$ cat src/rtl/fpsr_split_regs.sv
module fpsr_split_regs #(
  parameter int VOL_W = 7,
  parameter int STK_W = 12,
  parameter int CTL_W = 13,
  parameter logic [CTL_W-1:0] CTL_LIVE  = 13'h00FF,
  parameter logic [CTL_W-1:0] CTL_FIXED = 13'h0000,
  parameter logic [CTL_W-1:0] CTL_RESET = 13'h0000
) (
  input  logic                         clk,
  input  logic                         rst_n,
  input  logic                         wb_vol_ok,
  input  logic [VOL_W-1:0]             wb_vol,
  input  logic                         wb_stk_ok,
  input  logic [STK_W-1:0]             wb_stk,
  input  logic                         wb_ctl_ok,
  input  logic [CTL_W-1:0]             wb_ctl,
  input  logic                         mts_en,
  input  logic [VOL_W+STK_W+CTL_W-1:0] mts_word,
  output logic [VOL_W-1:0]             rd_vol,
  output logic [STK_W-1:0]             rd_stk,
  output logic [CTL_W-1:0]             rd_ctl,
  output logic [VOL_W+STK_W+CTL_W-1:0] rd_word,
  output logic                         sticky_changed
);
  localparam int STK_LO = VOL_W;
  localparam int CTL_LO = VOL_W + STK_W;
  localparam int WORD_W = VOL_W + STK_W + CTL_W;

  logic [VOL_W-1:0] vol_q;
  logic [STK_W-1:0] stk_q;
  logic             chg_q;

  wire [VOL_W-1:0] mts_vol = mts_word[STK_LO-1:0];
  wire [STK_W-1:0] mts_stk = mts_word[CTL_LO-1:STK_LO];
  wire [CTL_W-1:0] mts_ctl = mts_word[WORD_W-1:CTL_LO];

  wire [STK_W-1:0] stk_fresh = wb_stk & ~stk_q;
  wire             stk_merge = !mts_en && wb_stk_ok && (|stk_fresh);

  always_ff @(posedge clk) begin
    if (!rst_n) begin
      vol_q <= '0;
      stk_q <= '0;
      chg_q <= 1'b0;
    end else begin
      chg_q <= stk_merge;
      if (mts_en) begin
        vol_q <= mts_vol;
        stk_q <= mts_stk;
      end else begin
        if (wb_vol_ok) vol_q <= wb_vol;
        if (stk_merge) stk_q <= stk_q | wb_stk;
      end
    end
  end

  for (genvar b = 0; b < CTL_W; b++) begin : g_ctl
    if (CTL_LIVE[b]) begin : g_live
      logic bit_q;
      always_ff @(posedge clk) begin
        if (!rst_n)         bit_q <= CTL_RESET[b];
        else if (mts_en)    bit_q <= mts_ctl[b];
        else if (wb_ctl_ok) bit_q <= wb_ctl[b];
      end
      assign rd_ctl[b] = bit_q;
    end else begin : g_fixed
      assign rd_ctl[b] = CTL_FIXED[b];
    end
  end

  assign rd_vol         = vol_q;
  assign rd_stk         = stk_q;
  assign rd_word        = {rd_ctl, stk_q, vol_q};
  assign sticky_changed = chg_q;

  assert_vol_hold_R3: assert property (@(posedge clk) disable iff (!rst_n)
    (!mts_en && !wb_vol_ok) |=> $stable(rd_vol));

  assert_stk_monotone_R4: assert property (@(posedge clk) disable iff (!rst_n)
    !mts_en |=> ((rd_stk & $past(rd_stk)) == $past(rd_stk)));

  assert_chg_means_new_R5: assert property (@(posedge clk) disable iff (!rst_n)
    sticky_changed |-> (rd_stk != $past(rd_stk)));

  assert_stk_quiet_R5: assert property (@(posedge clk) disable iff (!rst_n)
    (!mts_en && !wb_stk_ok) |=> (!sticky_changed && $stable(rd_stk)));

  assert_ctl_hold_R6: assert property (@(posedge clk) disable iff (!rst_n)
    (!mts_en && !wb_ctl_ok) |=> $stable(rd_ctl));

  assert_mts_wins_R7: assert property (@(posedge clk) disable iff (!rst_n)
    mts_en |=> (!sticky_changed && rd_stk == $past(mts_word[CTL_LO-1:STK_LO])
               && rd_vol == $past(mts_word[STK_LO-1:0])));
endmodule

$ cat config.mk
export PLATFORM = sky130hd
export DESIGN_NAME = fpsr_split_regs
export DESIGN_NICKNAME = d
export VERILOG_FILES = /design/src/rtl/fpsr_split_regs.sv
export SDC_FILE = /design/constraint.sdc
export NUM_CORES = 1
export LEC_CHECK = 0
export CAP_MARGIN = 20
export CORE_MARGIN = 5
export CORE_UTILIZATION = 34
export DETAILED_ROUTE_END_ITERATION = 12
export PLACE_DENSITY_LB_ADDON = 0.2
export SLEW_MARGIN = 20
export SYNTH_ARGS = -nofsm -noshare
export SYNTH_HDL_FRONTEND = slang
export SYNTH_SLANG_ARGS = --single-unit
export TNS_END_PERCENT = 50
$ cat constraint.sdc
create_clock -name clk -period 1.5 [get_ports clk]
set_input_delay 0.15 -clock clk [delete_from_list [all_inputs] [get_ports clk]]
set_output_delay 0.15 -clock clk [all_outputs]
set_load 0.01 [all_outputs]
=== Yosys cells after proc, flatten, opt, wreduce, memory -nomap -nowiden ===
Cells that the tools add are included.

* $add $sub $neg: 0
* Reductions and logical operators: 7
* Div/mod/pow operators: 0
* $mul: 0
* Order comparisons: 0
* Muxes and demuxes: 20
* Eq/ne operators: 0
* Shift-type cells: 0
* Bitwise gates (word level): 3

{| class="wikitable"
|+ Operator list
! kind !! count
|-
| $mux W12 || 2
|-
| $mux W1 || 16
|-
| $mux W7 || 2
|-
| $and A12 B12 Y12 || 1
|-
| $not A12 Y12 || 1
|-
| $or A12 B12 Y12 || 1
|-
| $reduce_or A12 Y1 || 1
|-
| $reduce_bool A2 Y1 || 3
|-
| $logic_and A1 B1 Y1 || 2
|-
| $logic_not A1 Y1 || 1
|}

* ROM bits: 0
* Logic and storage cells: 41
* Input bits: 70
* Bits in latches: 0
* RAM bits: 0
* Output and inout bits: 65
* Memories: 0
* Flip-flop bits (word level): 28

=== Logic depth before layout (Yosys ltp) ===
Gate-level depths: netlist of run 1.

* Word-level depth: 6
* Depth in mapped cells: 5
* Depth with buffers taken out: 4

=== Least setup slack after synthesis of run 1 ===
Ideal clock, no wire load.

* Path kind: register -> register
* From: reg stk_q[0], in the netlist rd_stk[0]
* To: reg stk_q[10], in the netlist rd_stk[10]
* Arrival: 1.178 ns
* Buffers on the path: 1
* Cell stages (with the launch flop): 6
* Setup slack: 0.198 ns
* Library setup time: 0.124 ns
* Clock period less this slack: 1.302 ns
* Required time: 1.376 ns
* Path through: dfxtp_1 > nand2b_2 > o2111ai_2 > buf_6 > o311ai_1 > a21oi_1

* Word-level cells in the longest chain between the ends: 5

{| class="wikitable"
|+ Ends and longest elaborated chain
! item !! line !! source
|-
| start, declared || 30 || <nowiki>logic [STK_W-1:0] stk_q;</nowiki>
|-
| start signal, assigned || 49 || <nowiki>stk_q <= mts_stk;</nowiki>
|-
| start signal, assigned || 52 || <nowiki>if (stk_merge) stk_q <= stk_q | wb_stk;</nowiki>
|-
| $not A12 Y12 || 37 || <nowiki>wire [STK_W-1:0] stk_fresh = wb_stk & ~stk_q;</nowiki>
|-
| $and A12 B12 Y12 || 37 ||
|-
| $reduce_or A12 Y1 || 38 || <nowiki>wire stk_merge = !mts_en && wb_stk_ok && (|stk_fresh);</nowiki>
|-
| $logic_and A1 B1 Y1 || 38 ||
|-
| $reduce_bool A2 Y1 (no line) || -- ||
|}

No other way between the ends.
A chain may end at the register's enable or synchronous reset.

=== Worst setup path in the final report of run 1 ===
* From: reg stk_q[9], in the netlist rd_stk[9]
* To: out rd_stk[9]

{| class="wikitable"
|+ RTL lines
! item !! line !! source
|-
| end, declared || 20 || <nowiki>output logic [STK_W-1:0] rd_stk,</nowiki>
|}

No word-level cell between the ends.

==> results of run 1 <==
## layout by cell type, fill, tap and decap left out, types with 11 or more instances in the layout
master             n
o311ai_1          11
nand2_1           16
mux2i_1           15
a21oi_1           12
nor2_1            12
clkdlybuf4s50_1  114
buf_4             13
o21ai_0           12
o211a_1           15
dfxtp_1           27
## registers in the layout, summed over array words and instances, names as in the netlist
name,flops
rd_vol,7
g_ctl.g_live.bit_q,8
rd_stk,12
sticky_changed,1
## stage by stage
stage / setup WS (ns) / total power, W
global placement: -0.0612 / 0.00156
CTS: 0.0665 / 0.00204
detailed placement: -0.0882 / 0.00156
global route: 0.00717 / 0.00214
floorplan: 0.198 / 0.00123
finish: 0.0824 / 0.00201
## worst max path at each step
stage                 endpoint  depth (start not counted)
finish               rd_stk[9]                          1
global route         rd_stk[4]                          5
CTS                  rd_stk[0]                          5
detailed placement   rd_stk[0]                          6
global placement     rd_stk[0]                          6
floorplan           rd_stk[10]                          5
## synthesized netlist by cell type
cell        n  area share
a21oi_1    12       0.035
buf_2       3      0.0087
buf_4      45        0.19
buf_6       2       0.013
clkbuf_1    8       0.017
clkbuf_2    1      0.0029
conb_1      1      0.0022
dfxtp_1    28        0.32
inv_1       3      0.0065
inv_2       1      0.0022
mux2i_1    15       0.087
nand2_1    16       0.035
nand2b_1    8       0.029
nand2b_2    1      0.0051
nor2_1     12       0.026
nor3_1      2      0.0058
o2111ai_2   3       0.026
o211a_1    15       0.087
o21ai_0    12       0.035
o311ai_0    3       0.015
o311ai_1    9       0.045
## cell families (layout without fill, tap and decap cells)
group	Yosys count	count (layout)	synth area share
flops	28	28	0.323
mux	15	15	0.0866
simple gates	39	39	0.100
compound gates	54	54	0.242
buf+inv	63	137	0.245
other cells	1	10	0.00216
## power breakdown
group          internal, W  switching [W]
clock             0.000235       0.000233
sequential        0.000801      0.0000464
combinational     0.000433       0.000260
total              0.00147       0.000540
## metal layers
layer,up-vias,GRT usage,share of wire
li1,811,-,-
met1,688,0.171,0.40
met2,71,0.231,0.51
met3,4,0.0241,0.080
met4,0,0.0456,0.0067
met5,-,0,0
## layout make-up
class                      count  area (um^2)  share of cell area
clock buffer                   4         55.1              0.0198
timing repair buffer         129         1280               0.460
inverter                       4         15.0             0.00540
sequential                    28          562               0.202
multi-input combinational    118          782               0.281
tap                           70         87.6              0.0315
## timing repair
| action | in CTS | in global routing |
|---|---|---|
| setup endpoints to repair | 0 | 3 |
| gates resized for setup | 0 | 3 |
| endpoints found under the hold margin | 0 | 0 |
==> results.py, run 1 <==
metrics = {
    "worst_setup_path": {
        "crit_fanout": 4,
        "r2r_start": "rd_stk[0]",
        "critPathTopFamily": "buffers and inverters",
        "worst-r2r-setup-slack_ns": 0.11,
        "critical_path_buf_inv_count": 1,
        "reg2reg_depth": 5,
        "worstSetupStartpoint": "rd_stk[9]",
        "cpPeakStageDelay_ns": 0.57,
        "reg2reg_to": "rd_stk[1]",
        "cp_cell_sequence": "clkdlybuf4s50_1",
        "worstPathRequired_ns": 1.35,
        "cp-start-kind": "flop",
        "crit_slowest_cell": "clkdlybuf4s50_1",
        "crit_type": "reg2out",
        "cp_data_arrival_time_ns": 1.27,
        "endpoint_kind": "output pin",
    },
    "grt": {
        "overflow": 0,
        "grt_pass1_wl_mm": 7.01,
        "grt_use_total": 0.135,
        "antenna_found_initial": 0,
        "grt_max_degree": 31,
        "grt_pass1_vias": 1506,
    },
    "detailed_routing": {
        "drc_errors": 0,
        "via_per_inst": 4.46,
        "first_pass_iters": 4,
        "drtIter0Drc": 45,
        "vias": 1574,
        "avgRoutedWirePerCell_um": 13.6,
        "wirelength_mm": 4.80,
        "ant_nets": 0,
    },
    "layout": {
        "drive_gt1_frac": 0.0883,
        "final_net_count": 354,
        "area_growth_pct": 60.3,
        "postLayoutCoreUtil": 0.551,
        "final_area_mm2": 0.00278,
        "fillers": 471,
        "n_antenna_cell": 0,
        "fin_cells": 353,
    },
    "worst_hold_path": {
        "hold_path_depth": 2,
        "min_path_type": "in2reg",
        "min_to": "rd_vol[6]",
        "min-delay-start": "mts_word[6]",
    },
    "power_and_ir_drop": {
        "total_leakage_power_nw": 1.20,
        "power_density_mw_per_mm2": 722,
        "ir_drop_mv": 0.344,
    },
    "logic_synthesis": {
        "seq_area_frac_synth": 0.323,
        "yosys_warnings": 0,
        "ys_ff_latch": 28,
        "postSynthCellCount": 200,
        "synthesis.area_mm2": 0.00173,
        "synth_cell_types": 21,
        "syn_avg_cell_area_um2": 8.67,
    },
    "placement": {
        "port_buffers": 114,
        "dpl.hpwl_mm": 3.83,
        "numPlacedInstances": 349,
        "dpl-instance-area_mm2": 0.00272,
        "globalplace.congestion": 0.790,
    },
    "sta": {
        "finalCritPeriodShare": 0.945,
        "clock_skew_ns": 0.000683,
        "tns_ns": 0,
        "max_freq_mhz": 705,
        "rsz0062_at_grt": "no",
        "whs_ns": 0.476,
        "setup_viol": 0,
        "slew_violations": 0,
        "hold_violations": 0,
        "min_period_ns": 1.42,
    },
    "status": {
        "status": "completed",
    },
    "clock_network": {
        "cts_tree": "done",
        "cts_hold_buffers": 0,
        "clkTransAtPathRegs_ns": 0.10,
        "numClockSinks": 28,
        "root_buffer": "clkbuf_8",
        "cts_buffers": 3,
        "cts_buffer_depth": 2,
        "htree_levels": 1,
        "postCtsSetupRepairBufs": 0,
        "clkLatencyLatePin_ns": 0.27,
    },
    "floorplanning": {
        "rows": 26,
        "die_area_mm2": 0.00663,
        "dieHeight_um": 81.4,
        "start_util": 0.344,
        "die_x_um": 81.4,
        "core_mm2": 0.00504,
        "io_pins": 135,
    },
    "run": {
        "cap_violations": 0,
    },
}
No activity file was read; power rests on OpenSTA's default activity.
==> inputs of run 2 (changes only) <==
- PLACE_DENSITY_LB_ADDON: 0.2 -> 0.1
==> run 2 against run 1 <==
Worst hold slack got worse by 0.012 ns; worst setup slack got worse by 0.049 ns; maximum frequency decreased by 3.3%; clock power increased by 33%; clock skew increased by 0.0033 ns; final cell count increased by 3.4%; critical path type unchanged.
==> results.py, run 2 (synthesis results as in run 1) <==
metrics = {
    "layout": {
        "fin_cells": 365,
        "largest_reg_flops": 12,
        "seq_area_um2": 564,
        "mostFrequentLayoutCell": "clkdlybuf4s50_1",
        "final_net_count": 366,
        "n_antenna_cell": 0,
        "fillers": 483,
        "multi_input_area_um2": 805,
        "drive_gt1_frac": 0.132,
        "final_cell_mix": "clkdlybuf4s50_1 (114), buf_4 (26), dfxtp_1 (25)",
        "area_growth_pct": 67.2,
    },
    "worst_setup_path": {
        "crit_type": "reg2out",
        "endpoint_kind": "output pin",
        "cp_cell_sequence": "buf_4, clkdlybuf4s50_1",
        "crit_fanout": 3,
        "cp_data_arrival_time_ns": 1.32,
        "reg2reg_to": "rd_stk[10]",
        "crit_slowest_cell": "clkdlybuf4s50_1",
        "r2r_start": "rd_stk[1]",
        "cpPeakStageDelay_ns": 0.55,
        "cp-start-kind": "flop",
        "worst-r2r-setup-slack_ns": 0.09,
        "reg2reg_depth": 5,
        "worstPathRequired_ns": 1.35,
    },
    "power_and_ir_drop": {
        "p_switching_w": 0.000584,
        "power_frac_clock": 0.282,
        "finalPower_w": 0.00220,
        "power_density_mw_per_mm2": 760,
        "ir_drop_mv": 0.451,
        "internal_power_w": 0.00162,
        "total_leakage_power_nw": 1.26,
        "comb_power_share": 0.334,
        "pwr-share-seq": 0.384,
        "swShare": 0.265,
    },
    "floorplanning": {
        "die_area_mm2": 0.00663,
        "core_mm2": 0.00504,
        "start_util": 0.344,
        "dieHeight_um": 81.4,
        "rows": 26,
        "io_pins": 135,
        "die_x_um": 81.4,
    },
    "sta": {
        "finalCritPeriodShare": 0.978,
        "tns_ns": 0,
        "clock_skew_ns": 0.00394,
        "rsz0062_at_grt": "yes",
        "min_period_ns": 1.47,
        "max_freq_mhz": 682,
        "slew_violations": 0,
        "setup_viol": 0,
        "hold_violations": 0,
    },
    "placement": {
        "dpl.hpwl_mm": 3.92,
        "port_buffers": 114,
        "globalplace.congestion": 0.807,
        "numPlacedInstances": 360,
    },
    "detailed_routing": {
        "drtIter0Drc": 53,
        "drc_errors": 0,
        "wirelength_mm": 5.02,
        "first_pass_iters": 4,
        "vias": 1615,
        "ant_nets": 0,
        "via_per_inst": 4.42,
        "avgRoutedWirePerCell_um": 13.8,
    },
    "grt": {
        "antenna_found_initial": 0,
        "grt_max_degree": 35,
        "grt_use_total": 0.144,
        "grt_pass1_wl_mm": 7.40,
        "overflow": 0,
        "grt_pass1_vias": 1554,
    },
    "clock_network": {
        "clkTransAtPathRegs_ns": 0.11,
        "clkLatencyLatePin_ns": 0.28,
        "cts_tree": "done",
        "numClockSinks": 28,
        "htree_levels": 1,
        "cts_buffers": 3,
        "cts_hold_buffers": 0,
        "cts_buffer_depth": 2,
        "root_buffer": "clkbuf_8",
    },
    "worst_hold_path": {
        "min_path_type": "in2reg",
        "min-delay-start": "mts_word[3]",
        "min_to": "rd_vol[3]",
        "hold_path_depth": 2,
    },
    "status": {
        "status": "completed",
    },
    "run": {
        "cap_violations": 0,
    },
}
## run 2: cell types whose count changed in the layout (fill, tap and decap cells not counted), sizes merged
cell    delta
buf       +12
bufinv     +1
clkbuf     -1
## run 2: per-layer routing
layer	share of wire	global-route usage	routed length, um
met5	0	0	0
met4	0.017	0.0541	85
met3	0.089	0.0208	449
met2	0.49	0.252	2460
met1	0.40	0.177	2020
## run 2: layout make-up
type / count / area share
sequential: 28 / 0.195
tap: 70 / 0.0302
clock inverter: 1 / 0.0104
inverter: 4 / 0.00518
multi-input combinational: 118 / 0.278
clock buffer: 3 / 0.0142
timing repair buffer: 141 / 0.468
## run 2: worst max-delay path, delay by kind of cell (launching register included)
family / cells / cell delay (ns)
flip-flops: 1 / 0.37
buffers and inverters: 2 / 0.67
## run 2: power groups by stage
stage                     clock network [W]  registers, W  logic, W
final                              0.000621      0.000845  0.000736
after global routing               0.000667      0.000854  0.000796
after CTS                          0.000643      0.000844  0.000731
after detailed placement                  0      0.000861  0.000728
after global placement                    0      0.000858  0.000721
after floorplan                           0      0.000876  0.000354
## run 2: worst max-delay path by stage
stage                     startpoint           to  slack, ns
after floorplan            rd_stk[0]   rd_stk[10]       0.20
after global placement    wb_stk[10]    rd_stk[7]      -0.13
after detailed placement  wb_stk[10]   rd_stk[10]      -0.16
after CTS                  rd_stk[9]  rd_word[16]       0.01
after global routing       rd_stk[9]  rd_word[16]      -0.01
final                      rd_stk[9]  rd_word[16]       0.03
## run 2: repair_timing
action / in CTS / in global routing
resized for setup: 0 / 8
buffers inserted: 0 / 1
setup endpoints to repair: 0 / 12
## run 2: metrics by stage
step | instance area [um^2] | hold slack [ns] | util | setup WS (ns)
after global routing | 2900 | 0.466 | 0.575 | -0.0130
final | 2900 | 0.464 | 0.575 | 0.0337
after CTS | 2870 | 0.458 | 0.568 | 0.0133
after floorplan | 1770 | 0.288 | - | 0.198
after global placement | 2790 | 0.519 | 0.554 | -0.131
after detailed placement | 2790 | 0.524 | 0.554 | -0.158
